===== src/rtl/xfw_pkg.sv =====
package xfw_pkg;

   // width of an index selecting one of n ports (at least one bit)
   function automatic int idx_w(input int n);
      return (n <= 2) ? 1 : $clog2(n);
   endfunction

   // width of a counter that must reach the value d
   function automatic int cnt_w(input int d);
      return $clog2(d + 1);
   endfunction

endpackage


===== src/rtl/xfw_in_fifo.sv =====
// Per-source packet queue with a show-ahead head.
module xfw_in_fifo #(
   parameter int PKT_W = 18,
   parameter int DEPTH = 4
) (
   input  logic             clk,
   input  logic             rst_n,
   input  logic             wr_en,
   input  logic [PKT_W-1:0] wr_pkt,
   output logic             full,
   output logic             hd_valid,
   output logic [PKT_W-1:0] hd_pkt,
   input  logic             rd_en
);

   generate
      if (DEPTH == 1) begin : g_single
         logic             held;
         logic [PKT_W-1:0] slot;

         always_ff @(posedge clk or negedge rst_n) begin
            if (!rst_n) begin
               held <= 1'b0;
               slot <= '0;
            end else if (held && rd_en) begin
               held <= 1'b0;
            end else if (!held && wr_en) begin
               held <= 1'b1;
               slot <= wr_pkt;
            end
         end

         assign full     = held;
         assign hd_valid = held;
         assign hd_pkt   = slot;
      end else begin : g_ring
         localparam int PW = $clog2(DEPTH);
         localparam int CW = xfw_pkg::cnt_w(DEPTH);

         logic [PKT_W-1:0] mem [DEPTH];
         logic [PW-1:0]    rp;
         logic [PW-1:0]    wp;
         logic [CW-1:0]    cnt;
         logic             do_wr;
         logic             do_rd;

         function automatic logic [PW-1:0] step(input logic [PW-1:0] p);
            return (p == PW'(DEPTH - 1)) ? '0 : p + 1'b1;
         endfunction

         assign do_wr = wr_en && (cnt != CW'(DEPTH));
         assign do_rd = rd_en && (cnt != '0);

         always_ff @(posedge clk or negedge rst_n) begin
            if (!rst_n) begin
               rp  <= '0;
               wp  <= '0;
               cnt <= '0;
            end else begin
               if (do_wr) wp <= step(wp);
               if (do_rd) rp <= step(rp);
               cnt <= cnt + CW'(do_wr) - CW'(do_rd);
            end
         end

         always_ff @(posedge clk) begin
            if (do_wr) mem[wp] <= wr_pkt;
         end

         assign full     = (cnt == CW'(DEPTH));
         assign hd_valid = (cnt != '0);
         assign hd_pkt   = mem[rp];
      end
   endgenerate

endmodule


===== src/rtl/xfw_out_fifo.sv =====
// Destination queue taking up to NIN writes per cycle, lowest index first.
module xfw_out_fifo #(
   parameter int NIN    = 4,
   parameter int DATA_W = 16,
   parameter int DEPTH  = 4,
   parameter int CW     = 3
) (
   input  logic                        clk,
   input  logic                        rst_n,
   input  logic [NIN-1:0]              push,
   input  logic [NIN-1:0][DATA_W-1:0]  push_data,
   input  logic                        pop,
   output logic                        valid,
   output logic [DATA_W-1:0]           data,
   output logic [CW-1:0]               space
);

   localparam int PW = (DEPTH <= 1) ? 1 : $clog2(DEPTH);

   logic [DATA_W-1:0] mem [DEPTH];
   logic [PW-1:0]     rp;
   logic [PW-1:0]     wp;
   logic [CW-1:0]     cnt;
   logic [PW-1:0]     slot [NIN];
   logic [CW-1:0]     npush;
   logic              do_pop;

   // each writer lands at the write pointer plus the number of lower writers
   always_comb begin
      int rank;
      rank = 0;
      for (int j = 0; j < NIN; j++) begin
         slot[j] = PW'((int'(wp) + rank) % DEPTH);
         if (push[j]) rank = rank + 1;
      end
      npush = CW'(rank);
   end

   assign do_pop = pop && (cnt != '0);

   always_ff @(posedge clk or negedge rst_n) begin
      if (!rst_n) begin
         rp  <= '0;
         wp  <= '0;
         cnt <= '0;
      end else begin
         wp  <= PW'((int'(wp) + int'(npush)) % DEPTH);
         if (do_pop) rp <= PW'((int'(rp) + 1) % DEPTH);
         cnt <= cnt + npush - CW'(do_pop);
      end
   end

   always_ff @(posedge clk) begin
      for (int j = 0; j < NIN; j++) begin
         if (push[j]) mem[slot[j]] <= push_data[j];
      end
   end

   assign valid = (cnt != '0);
   assign data  = mem[rp];
   assign space = CW'(DEPTH) - cnt;

endmodule


===== src/rtl/xfw_alloc.sv =====
// Walks sources in ascending order, spending destination room as it goes.
module xfw_alloc #(
   parameter int NPORT = 4,
   parameter int DW    = 2,
   parameter int CW    = 3
) (
   input  logic [NPORT-1:0]                  head_valid,
   input  logic [NPORT-1:0][DW-1:0]          head_dest,
   input  logic [NPORT-1:0][CW-1:0]          space,
   output logic [NPORT-1:0]                  grant,
   output logic [NPORT-1:0][NPORT-1:0]       route
);

   logic [CW-1:0] left [NPORT];

   always_comb begin
      for (int k = 0; k < NPORT; k++) left[k] = space[k];
      grant = '0;
      route = '0;
      for (int i = 0; i < NPORT; i++) begin
         if (head_valid[i] && (left[head_dest[i]] != '0)) begin
            grant[i]                  = 1'b1;
            route[head_dest[i]][i]    = 1'b1;
            left[head_dest[i]]        = left[head_dest[i]] - 1'b1;
         end
      end
   end

endmodule


===== src/rtl/xbar_ideal_fwd.sv =====
module xbar_ideal_fwd #(
   parameter int NPORT     = 4,
   parameter int DATA_W    = 16,
   parameter int IN_DEPTH  = 4,
   parameter int OUT_DEPTH = 4
) (
   input  logic                                   clk,
   input  logic                                   rst_n,
   input  logic [NPORT-1:0]                       in_valid,
   output logic [NPORT-1:0]                       in_ready,
   input  logic [NPORT*xfw_pkg::idx_w(NPORT)-1:0] in_dest,
   input  logic [NPORT*DATA_W-1:0]                in_data,
   output logic [NPORT-1:0]                       out_valid,
   input  logic [NPORT-1:0]                       out_pop,
   output logic [NPORT*DATA_W-1:0]                out_data
);

   localparam int DW    = xfw_pkg::idx_w(NPORT);
   localparam int CW    = xfw_pkg::cnt_w(OUT_DEPTH);
   localparam int PKT_W = DW + DATA_W;

   generate
      if (NPORT < 2 || (NPORT & (NPORT - 1)) != 0) begin : g_bad_nport
         $error("NPORT must be a power of two of at least 2");
      end
      if (DATA_W < 1) begin : g_bad_width
         $error("DATA_W must be positive");
      end
      if (IN_DEPTH < 1 || OUT_DEPTH < 1) begin : g_bad_depth
         $error("queue depths must be positive");
      end
   endgenerate

   logic [NPORT-1:0]                  head_valid;
   logic [NPORT-1:0][PKT_W-1:0]       head_pkt;
   logic [NPORT-1:0][DW-1:0]          head_dest;
   logic [NPORT-1:0][DATA_W-1:0]      head_data;
   logic [NPORT-1:0]                  src_full;
   logic [NPORT-1:0]                  grant;
   logic [NPORT-1:0][NPORT-1:0]       route;
   logic [NPORT-1:0][CW-1:0]          space;

   generate
      for (genvar i = 0; i < NPORT; i++) begin : g_src
         xfw_in_fifo #(
            .PKT_W (PKT_W),
            .DEPTH (IN_DEPTH)
         ) u_q (
            .clk      (clk),
            .rst_n    (rst_n),
            .wr_en    (in_valid[i]),
            .wr_pkt   ({in_dest[i*DW +: DW], in_data[i*DATA_W +: DATA_W]}),
            .full     (src_full[i]),
            .hd_valid (head_valid[i]),
            .hd_pkt   (head_pkt[i]),
            .rd_en    (grant[i])
         );
         assign in_ready[i]  = !src_full[i];
         assign head_dest[i] = head_pkt[i][PKT_W-1:DATA_W];
         assign head_data[i] = head_pkt[i][DATA_W-1:0];
      end
   endgenerate

   xfw_alloc #(
      .NPORT (NPORT),
      .DW    (DW),
      .CW    (CW)
   ) u_alloc (
      .head_valid (head_valid),
      .head_dest  (head_dest),
      .space      (space),
      .grant      (grant),
      .route      (route)
   );

   generate
      for (genvar k = 0; k < NPORT; k++) begin : g_dst
         xfw_out_fifo #(
            .NIN    (NPORT),
            .DATA_W (DATA_W),
            .DEPTH  (OUT_DEPTH),
            .CW     (CW)
         ) u_q (
            .clk       (clk),
            .rst_n     (rst_n),
            .push      (route[k]),
            .push_data (head_data),
            .pop       (out_pop[k]),
            .valid     (out_valid[k]),
            .data      (out_data[k*DATA_W +: DATA_W]),
            .space     (space[k])
         );
      end
   endgenerate

endmodule


===== config.mk =====
export PLATFORM = sky130hd
export DESIGN_NAME = xbar_ideal_fwd
export DESIGN_NICKNAME = d
export VERILOG_FILES = /design/src/rtl/xfw_pkg.sv /design/src/rtl/xfw_in_fifo.sv /design/src/rtl/xfw_out_fifo.sv /design/src/rtl/xfw_alloc.sv /design/src/rtl/xbar_ideal_fwd.sv
export SDC_FILE = /design/constraint.sdc
export NUM_CORES = 1
export LEC_CHECK = 0
export CAP_MARGIN = 5
export CORE_UTILIZATION = 60
export DETAILED_ROUTE_END_ITERATION = 12
export HOLD_SLACK_MARGIN = 0.06
export MAX_ROUTING_LAYER = met4
export PLACE_DENSITY = 0.76
export SKIP_CTS_REPAIR_TIMING = 1
export SYNTH_ARGS = -nofsm -noshare
export SYNTH_HDL_FRONTEND = slang
export SYNTH_SLANG_ARGS = --single-unit

===== constraint.sdc =====
create_clock -name clk -period 20.2 [get_ports clk]
set_input_delay 2.02 -clock clk [delete_from_list [all_inputs] [get_ports clk]]
set_output_delay 2.02 -clock clk [all_outputs]
set_load 0.1 [all_outputs]

Word-level counts from Yosys, hierarchy flattened. Memory sizes are Yosys's and may differ from the RTL's. Index checks and enable logic that the tools add are counted.

Output and inout bits: 72. Input bits: 82. RAM bits: 544. Logic and storage cells: 276. Register bits: 56. Memories kept: 8.

Add/subtract/negate cells: 63. Mux-type cells: 104. Order comparisons: 15. Equality and inequality tests: 16. Reductions and logical operators: 39. Bitwise logic cells: 7.

Memory list: g_src[0].u_q.g_ring.mem (words 4, width 18, read ports 1, clocked after Yosys merged registers in 0, wr ports 1, RTL line xfw_in_fifo.sv:40) `logic [PKT_W-1:0] mem [DEPTH];`; g_src[1].u_q.g_ring.mem (words 4, width 18, read ports 1, clocked after Yosys merged registers in 0, wr ports 1, RTL line xfw_in_fifo.sv:40); g_src[2].u_q.g_ring.mem (words 4, width 18, read ports 1, clocked after Yosys merged registers in 0, wr ports 1, RTL line xfw_in_fifo.sv:40); g_src[3].u_q.g_ring.mem (words 4, width 18, read ports 1, clocked after Yosys merged registers in 0, wr ports 1, RTL line xfw_in_fifo.sv:40); g_dst[0].u_q.mem (words 4, width 16, read ports 1, clocked after Yosys merged registers in 0, wr ports 4, RTL line xfw_out_fifo.sv:20) `logic [DATA_W-1:0] mem [DEPTH];`; g_dst[1].u_q.mem (words 4, width 16, read ports 1, clocked after Yosys merged registers in 0, wr ports 4, RTL line xfw_out_fifo.sv:20); 2 more memories.

Operator list (number): $mux 16 (4); $mux 3 (20); $mux 1 (49); $or 16x16->16 (3); $bwmux 12 (3); $mux 12 (3); $reduce_bool 3->1 (12); $demux 4 s2 (4); $mux 2 (13); $add 2x1->2 const B (12); $add 2x2->2 (12); $bmux 3 s2 (4); $sub 3x1->3 (8); $logic_and 1x1->1 (23); $demux 3 s2 (3); $eq 2x2->1 const B (8); $add 2x1->3 const B (4); $add 3x1->3 (4); $add 3x2->3 const B (4); $add 3x3->3 (4); $eq 3x3->1 const B (4); $ge 3x3->1 const B (4); $lt 2x3->1 const B (4); $ne 3x3->1 const B (4); 9 further kinds (31).

Logic depth before layout (Yosys ltp). Gate-level depths: netlist of run 1. An unclocked memory read counts as a cell.

Depth after elaboration: 35. Mapped depth: 39. Depth with buffers taken out: 37.

Modules after synthesis. Synthesis of run 1 repeated with hierarchy kept, for this count alone.

Cells, all modules: 2878. Area total of the unflattened synthesis: 35447.7 um2.

Modules (own cells, without submodules): xfw_out_fifo at g_dst[0].u_q ... (instances 3, area an instance 5485.3 um2, cells each 543); xfw_in_fifo at g_src[0].u_q ... (instances 3, area an instance 3054.2 um2, cells each 133); xfw_out_fifo at g_dst[3].u_q (instances 1, area an instance 5487.8 um2, cells each 543); xfw_in_fifo at g_src[3].u_q (instances 1, area an instance 3050.4 um2, cells each 133); xfw_alloc (instances 1, area an instance 1276.2 um2, cells each 170); xbar_ideal_fwd (instances 1, area an instance 15.0 um2, cells each 4).

Worst setup path after synthesis of run 1. Ideal clock, no wire load.

Path type: flip-flop to flip-flop. Start point: reg g_src[0].u_q.g_ring.rp[1]. End point: mem g_dst[0].u_q.mem[0][0], enable pin. Cell stages (with the launch flop): 32. Path buffers: 4. Required time: 19.655 ns. Arrival time: 8.387 ns. Setup time: 0.545 ns. Path slack: 11.269 ns. Clock period less this slack: 8.931 ns. Cells stage by stage: dfrtp_1 clkbuf_1 mux4_2 mux4_2 ha_1 nor2_1 nand3b_1 clkinv_1 nand2_1 xnor2_1 inv_1 mux4_2 ha_1 ha_1 or4b_1 buf_2 inv_2 xnor2_1 o21ai_0 or3_4 ha_1 ha_1 nor4bb_1 clkbuf_1 nor4_1 a211oi_1 o311ai_0 o41ai_4 a21oi_2 nand2_2 buf_2 o311ai_0.

RTL lines: start: declaration (RTL line xfw_in_fifo.sv:41) `logic [PW-1:0] rp;`; start signal: assignment (RTL line xfw_in_fifo.sv:61) `if (do_rd) rp <= step(rp);`; end: declaration (RTL line xfw_out_fifo.sv:20).

==> impl_metrics.ini, run 1 <==
[critical_path]
worstReg2RegStart = g_src[0].u_q.g_ring.rp[1]
worstSetupStartpointType = flop
timing.critical_path.arrival_ps = 11630
path_max_fanout = 20
critPathRequiredTime_ps = 20220
crit_path_end_kind = flop
crit_start = g_src[0].u_q.g_ring.rp[1]
crit_type = flop to flop

[logic_synthesis]
postSynthCellCount = 2601
synth_simple_gate_area_share_pct = 6.87
syn-mean-instance-area_sq_um = 12.9
post_synth_fa_ha_maj_area_fraction_pct = 3.51
synth.mux.area_fraction_pct = 25.2
yosysUniqueCellTypes = 63
fraction_of_the_mapped_netlist_area_in_compound_gates_pct = 5.40
ys_warn_count = 0
synth.yosys.seq_area_share_pct = 53.1
ys.flop_type = sky130_fd_sc_hd__edfxtp_1
combinational_family_with_the_most_area_after_synthesis = multiplexers
synth_async_sr_flop_share_pct = 9.33
synth_edf_count = 544
ys_ff_latch = 600
synth-xor-area-share_pct = 2.23
postSynthNetCount = 2772
post_synth_instance_area_sq_um = 33400

[clock_tree]
cts.reportedPaths.clkPinSlew_ps = 60
cts.path.max_buffers = 3
clock_insertion_delay_worst_skew_ps = 630
cts_inserted_buffers = 66
root_cell_of_the_clock_tree = sky130_fd_sc_hd__clkbuf_16
h-tree-depth = 3
cts_tree = built
clock_sink_count = 600

[floorplanning]
core.rowCount = 86
design.die.area_sq_um = 56700
core_region_area_sq_um = 55100
die-width_um = 238
die_y_um = 238
floorplan.initialDensity_pct = 60.7
ios = 154

[route]
drc = 0
routed_wl_um = 102000
detail_route.wl_per_cell_um = 29.7
drt.antenna.violating_nets = 0
route.vias.total = 22886
drt_pre_antenna_iters = 6
post_drt_via_cell_ratio = 6.65
drt_first_iter_violations = 2857

[global_routing]
grt-ovfl-total = 0
grt_antenna_before_repair = 1
global_route.usage.total_pct = 37.5
grt_pass1_vias = 22251
grt_start_max_net_pins = 52
grt_first_pass_wirelength_um = 148000

[finish]
most_frequent_standard_cell_in_the_layout_excluding_fill_and_tap_cells = sky130_fd_sc_hd__edfxtp_1
proportion_of_layout_cells_with_a_drive_suffix_above_1_pct = 13.1
finalNetCount = 2811
leading_cell_types_in_the_layout_fill_and_taps_excluded = sky130_fd_sc_hd__edfxtp_1 (544), sky130_fd_sc_hd__mux2i_1 (538), sky130_fd_sc_hd__nand2_1 (195)
fillers = 3907
layout-area-overhead-vs-synth_pct = 12.4

[min_path]
hp-start = g_src[0].u_q.g_ring.cnt[2]
holdCritPathClass = flop to flop

[timing]
maxSlewViolCount = 0
grt_setup_unrepaired = no
timing_worst_slew_pin_value_ps = 1370
timing.final.hold_violations = 0
final.setup_skew_ps = 19.4
max_freq_mhz = 86.2
post-route-period-util_pct = 57.5
finalSetupTns_ps = 0
relSlewSlack_pct = 8.33
report.final.setup_viol = 0
final_critical_path_required_period_ps = 11610

[placed_design]
place.port_buffers = 153
routabilityCongestion = 0.959
hpwlAfterDp_um = 67000

[outcome]
run_status = completed

[flow_run]
max_capacitance_violation_count = 0
## state kept, by name, summed over array words and instances, names as in the netlist
name,flops
g_dst.u_q.wp,8
g_src.u_q.g_ring.mem,288
g_src.u_q.g_ring.rp,8
g_src.u_q.g_ring.cnt,12
g_src.u_q.g_ring.wp,8
g_dst.u_q.cnt,12
g_dst.u_q.mem,256
g_dst.u_q.rp,8
## Yosys cell counts, types with 27 or more instances
cell type | n | area [sq um]
sky130_fd_sc_hd__inv_1 | 58 | 218
sky130_fd_sc_hd__mux2i_1 | 538 | 5390
sky130_fd_sc_hd__nor3_1 | 29 | 145
sky130_fd_sc_hd__xor2_1 | 27 | 236
sky130_fd_sc_hd__dfrtp_1 | 56 | 1400
sky130_fd_sc_hd__ha_1 | 81 | 1010
sky130_fd_sc_hd__o21ai_0 | 141 | 706
sky130_fd_sc_hd__nand3_1 | 29 | 145
sky130_fd_sc_hd__a21oi_1 | 142 | 711
sky130_fd_sc_hd__nor2_1 | 176 | 661
sky130_fd_sc_hd__edfxtp_1 | 544 | 16300
sky130_fd_sc_hd__clkbuf_1 | 166 | 623
sky130_fd_sc_hd__nand2_1 | 195 | 732
sky130_fd_sc_hd__mux4_2 | 123 | 2770
sky130_fd_sc_hd__xnor2_1 | 58 | 508
## metal layers
metal | up-vias | part of all wire (%) | GRT usage (%)
met5 | - | 0 | -
met2 | 1518 | 44 | 54.0
li1 | 9780 | - | -
met4 | 0 | 4.8 | 16.0
met1 | 11290 | 39 | 50.6
met3 | 298 | 12 | 9.65
## critical path, cell delays in order, from the launching register on
cell                        delay (ps)
sky130_fd_sc_hd__dfrtp_1           910
sky130_fd_sc_hd__mux4_2            490
sky130_fd_sc_hd__mux4_2            530
sky130_fd_sc_hd__ha_1              250
sky130_fd_sc_hd__nor2_1            410
sky130_fd_sc_hd__nand3b_1          260
sky130_fd_sc_hd__clkinv_1          220
sky130_fd_sc_hd__nand2_1            90
sky130_fd_sc_hd__xnor2_1           360
sky130_fd_sc_hd__inv_1              90
sky130_fd_sc_hd__mux4_2            470
sky130_fd_sc_hd__ha_1              190
sky130_fd_sc_hd__ha_1              240
sky130_fd_sc_hd__or4b_1            780
sky130_fd_sc_hd__inv_2             200
sky130_fd_sc_hd__xnor2_1           160
sky130_fd_sc_hd__o21ai_0           120
sky130_fd_sc_hd__or3_4             380
sky130_fd_sc_hd__ha_1              220
sky130_fd_sc_hd__ha_1              290
sky130_fd_sc_hd__nor4_2            880
sky130_fd_sc_hd__nor2_1            210
sky130_fd_sc_hd__o2bb2ai_1         230
sky130_fd_sc_hd__o41ai_4           650
sky130_fd_sc_hd__a21oi_2           230
sky130_fd_sc_hd__nand3b_1          960
sky130_fd_sc_hd__nand4_1          1150
## kinds of logic after synthesis
| family | count (synthesis) |
|---|---|
| flip-flops | 600 |
| AND/OR/NAND/NOR | 512 |
| AO/OA/AOI/OAI | 335 |
| adder cells (fa/ha/maj) | 89 |
| multiplexers | 685 |
| buffers and inverters | 295 |
| XOR/XNOR | 85 |
## final cells by class
cell class	count	area (sq um)	area share (%)
Clock inverter	38	430	1.15
Inverter	64	240	0.639
Multi-Input combinational cell	1706	14600	38.9
Clock buffer	79	1710	4.55
Tap cell	748	936	2.49
Antenna cell	2	5.00	0.0133
Timing Repair Buffer	202	1900	5.05
Sequential cell	600	17700	47.2
## metrics by stage
step	setup WS, ps	instance area (sq um)	instances	hold WS [ps]	util [%]
finish	8590	37600	3439	506	68.2
global route	7950	37600	3437	543	68.2
CTS	8760	37600	3437	509	68.2
detailed placement	8860	35400	3320	498	64.3
global placement	8950	35400	3320	485	64.3
floorplan	11270	33400	2601	468	-
## final timing paths
check / to / slack, ps / cells past startpoint
worst max-delay path: g_dst[2].u_q.mem[1][8] / 8590 / 26
worst min-delay path: g_src[0].u_q.g_ring.cnt[2] / 510 / 1
worst max register to register: g_dst[2].u_q.mem[1][8] / 8590 / 26
worst min register to register: g_src[0].u_q.g_ring.cnt[2] / 510 / 1
max in group asynchronous: g_src[3].u_q.g_ring.rp[0] / 17740 / 2
min in group asynchronous: g_src[0].u_q.g_ring.wp[0] / 1260 / 1
Power of run 1 is left out: the tool's default activity adds up to more than one toggle a clock period on the data nets, which glitch-free logic cannot reach.
==> run 2: changes to the inputs <==
--- a/config.mk
+++ b/config.mk
@@ -6,11 +6,11 @@
 export NUM_CORES = 1
 export LEC_CHECK = 0
 export CAP_MARGIN = 5
-export CORE_UTILIZATION = 60
+export CORE_UTILIZATION = 56
 export DETAILED_ROUTE_END_ITERATION = 12
 export HOLD_SLACK_MARGIN = 0.06
 export MAX_ROUTING_LAYER = met4
-export PLACE_DENSITY = 0.76
+export PLACE_DENSITY = 0.75
 export SKIP_CTS_REPAIR_TIMING = 1
 export SYNTH_ARGS = -nofsm -noshare
 export SYNTH_HDL_FRONTEND = slang
==> constraint.sdc (replaced) <==
create_clock -name clk -period 10 [get_ports clk]
set_input_delay 1 -clock clk [delete_from_list [all_inputs] [get_ports clk]]
set_output_delay 1 -clock clk [all_outputs]
set_load 0.1 [all_outputs]
==> impl_metrics.ini, run 2 (same netlist as run 1, synthesis figures left out) <==
[outcome]
run_status = completed

[floorplanning]
design.die.area_sq_um = 60700
core_region_area_sq_um = 59000
ios = 154
die_y_um = 246
die-width_um = 246
core.rowCount = 89
floorplan.initialDensity_pct = 56.6

[critical_path]
crit_type = flop to flop
max_stage_delay_ps = 640
timing.critical_path.arrival_ps = 10010
path_max_fanout = 7
crit_path_end_kind = flop
crit_slowest_cell = sky130_fd_sc_hd__mux4_2
critPathRequiredTime_ps = 10520
worstSetupStartpointType = flop

[timing]
report.final.setup_viol = 0
timing.final.hold_violations = 0
grt_setup_unrepaired = no
maxSlewViolCount = 0
timing_worst_slew_pin_value_ps = 1280
post-route-period-util_pct = 94.9
final.setup_skew_ps = 29.9
max_freq_mhz = 105
final_critical_path_required_period_ps = 9490
finalSetupTns_ps = 0
relSlewSlack_pct = 14.6

[clock_tree]
cts.path.max_buffers = 3
cts.reportedPaths.clkPinSlew_ps = 60
root_cell_of_the_clock_tree = sky130_fd_sc_hd__clkbuf_16
clock_sink_count = 600
clock_insertion_delay_worst_skew_ps = 620
cts_inserted_buffers = 67
h-tree-depth = 3
cts_tree = built

[finish]
leading_cell_types_in_the_layout_fill_and_taps_excluded = sky130_fd_sc_hd__edfxtp_1 (544), sky130_fd_sc_hd__mux2i_1 (538), sky130_fd_sc_hd__nand2_1 (195)
finalNetCount = 2847
largest-register = g_src.u_q.g_ring.mem
layout-area-overhead-vs-synth_pct = 13.4
largest_register_ffs = 288
antenna_cells = 0
largestRegisters = g_src.u_q.g_ring.mem (288), g_dst.u_q.mem (256)
proportion_of_layout_cells_with_a_drive_suffix_above_1_pct = 13.6
fillers = 4278
instances_no_fill = 3500
most_frequent_standard_cell_in_the_layout_excluding_fill_and_tap_cells = sky130_fd_sc_hd__edfxtp_1
finish.instance_area_sq_um = 37900

[min_path]
holdCritPathClass = flop to flop

[global_routing]
grt_antenna_before_repair = 0
grt-ovfl-total = 0
grt_pass1_vias = 22196
grt_start_max_net_pins = 57
grt_first_pass_wirelength_um = 137000
global_route.usage.total_pct = 31.2

[route]
routed_wl_um = 90300
drc = 0
detail_route.wl_per_cell_um = 25.8
drt_pre_antenna_iters = 5
drt_first_iter_violations = 2431
post_drt_via_cell_ratio = 6.39
route.vias.total = 22357
drt.antenna.violating_nets = 0

[placed_design]
hpwlAfterDp_um = 61100
placement.cell_area_sq_um = 35700
placed_cells_incl_taps = 3380
routabilityCongestion = 0.906
place.port_buffers = 153

[flow_run]
max_capacitance_violation_count = 0
## run 2: changes by cell type in the layout (fill, tap and decap cells not counted), sizes merged
cell      previous run  this run
buf                 50        85
clkbuf              79        87
clkinv              26        19
clkinvlp             8         2
bufinv               5         9
inv                 63        67
diode                2         0
## run 2: metal layers
| layer | up-vias | wire [um] | track usage, % |
|---|---|---|---|
| li1 | 9876 | - | - |
| met1 | 11231 | 37200 | 42.5 |
| met2 | 1089 | 43400 | 48.5 |
| met3 | 161 | 7280 | 4.35 |
| met4 | 0 | 2400 | 10.4 |
| met5 | - | 0 | - |
## run 2: layout make-up
class	count	area, sq um	area share (%)
Sequential cell	600	17700	46.8
Multi-Input combinational cell	1706	14600	38.5
Timing Repair Buffer	237	2160	5.70
Clock buffer	87	1790	4.73
Tap cell	773	967	2.55
Clock inverter	33	432	1.14
Inverter	64	240	0.634
## run 2: through the flow
step	hold slack, ps	worst slack [ps]	util (%)
CTS	501	534	64.2
global placement	485	807	60.5
floorplan	468	1070	-
detailed placement	490	559	60.5
global route	527	56.1	64.2
finish	504	509	64.2
## run 2: critical path, delay by kind of cell, from the launching register on
family | cells | cell delay (ps)
and+or+nand+nor | 10 | 2840
adders and majority gates | 7 | 1980
AOI/OAI and AO/OA | 3 | 650
buffers and inverters | 3 | 410
DFF | 1 | 410
muxes | 4 | 1930
xor gates and xnor gates | 6 | 1180
## run 2: final timing paths
check / slack, ps / cells after the start / startpoint / to
max: 510 / 33 / g_src[0].u_q.g_ring.rp[0] / g_dst[0].u_q.cnt[2]
max in group asynchronous: 8820 / 1 / rst_n / g_src[3].u_q.g_ring.wp[1]
min reg2reg: 500 / 1 / g_dst[0].u_q.rp[0] / g_dst[0].u_q.rp[0]
min in group asynchronous: 510 / 1 / rst_n / g_dst[2].u_q.rp[1]
min: 500 / 1 / g_dst[0].u_q.rp[0] / g_dst[0].u_q.rp[0]
max reg2reg: 510 / 33 / g_src[0].u_q.g_ring.rp[0] / g_dst[0].u_q.cnt[2]
Power of run 2 is left out for the same reason.
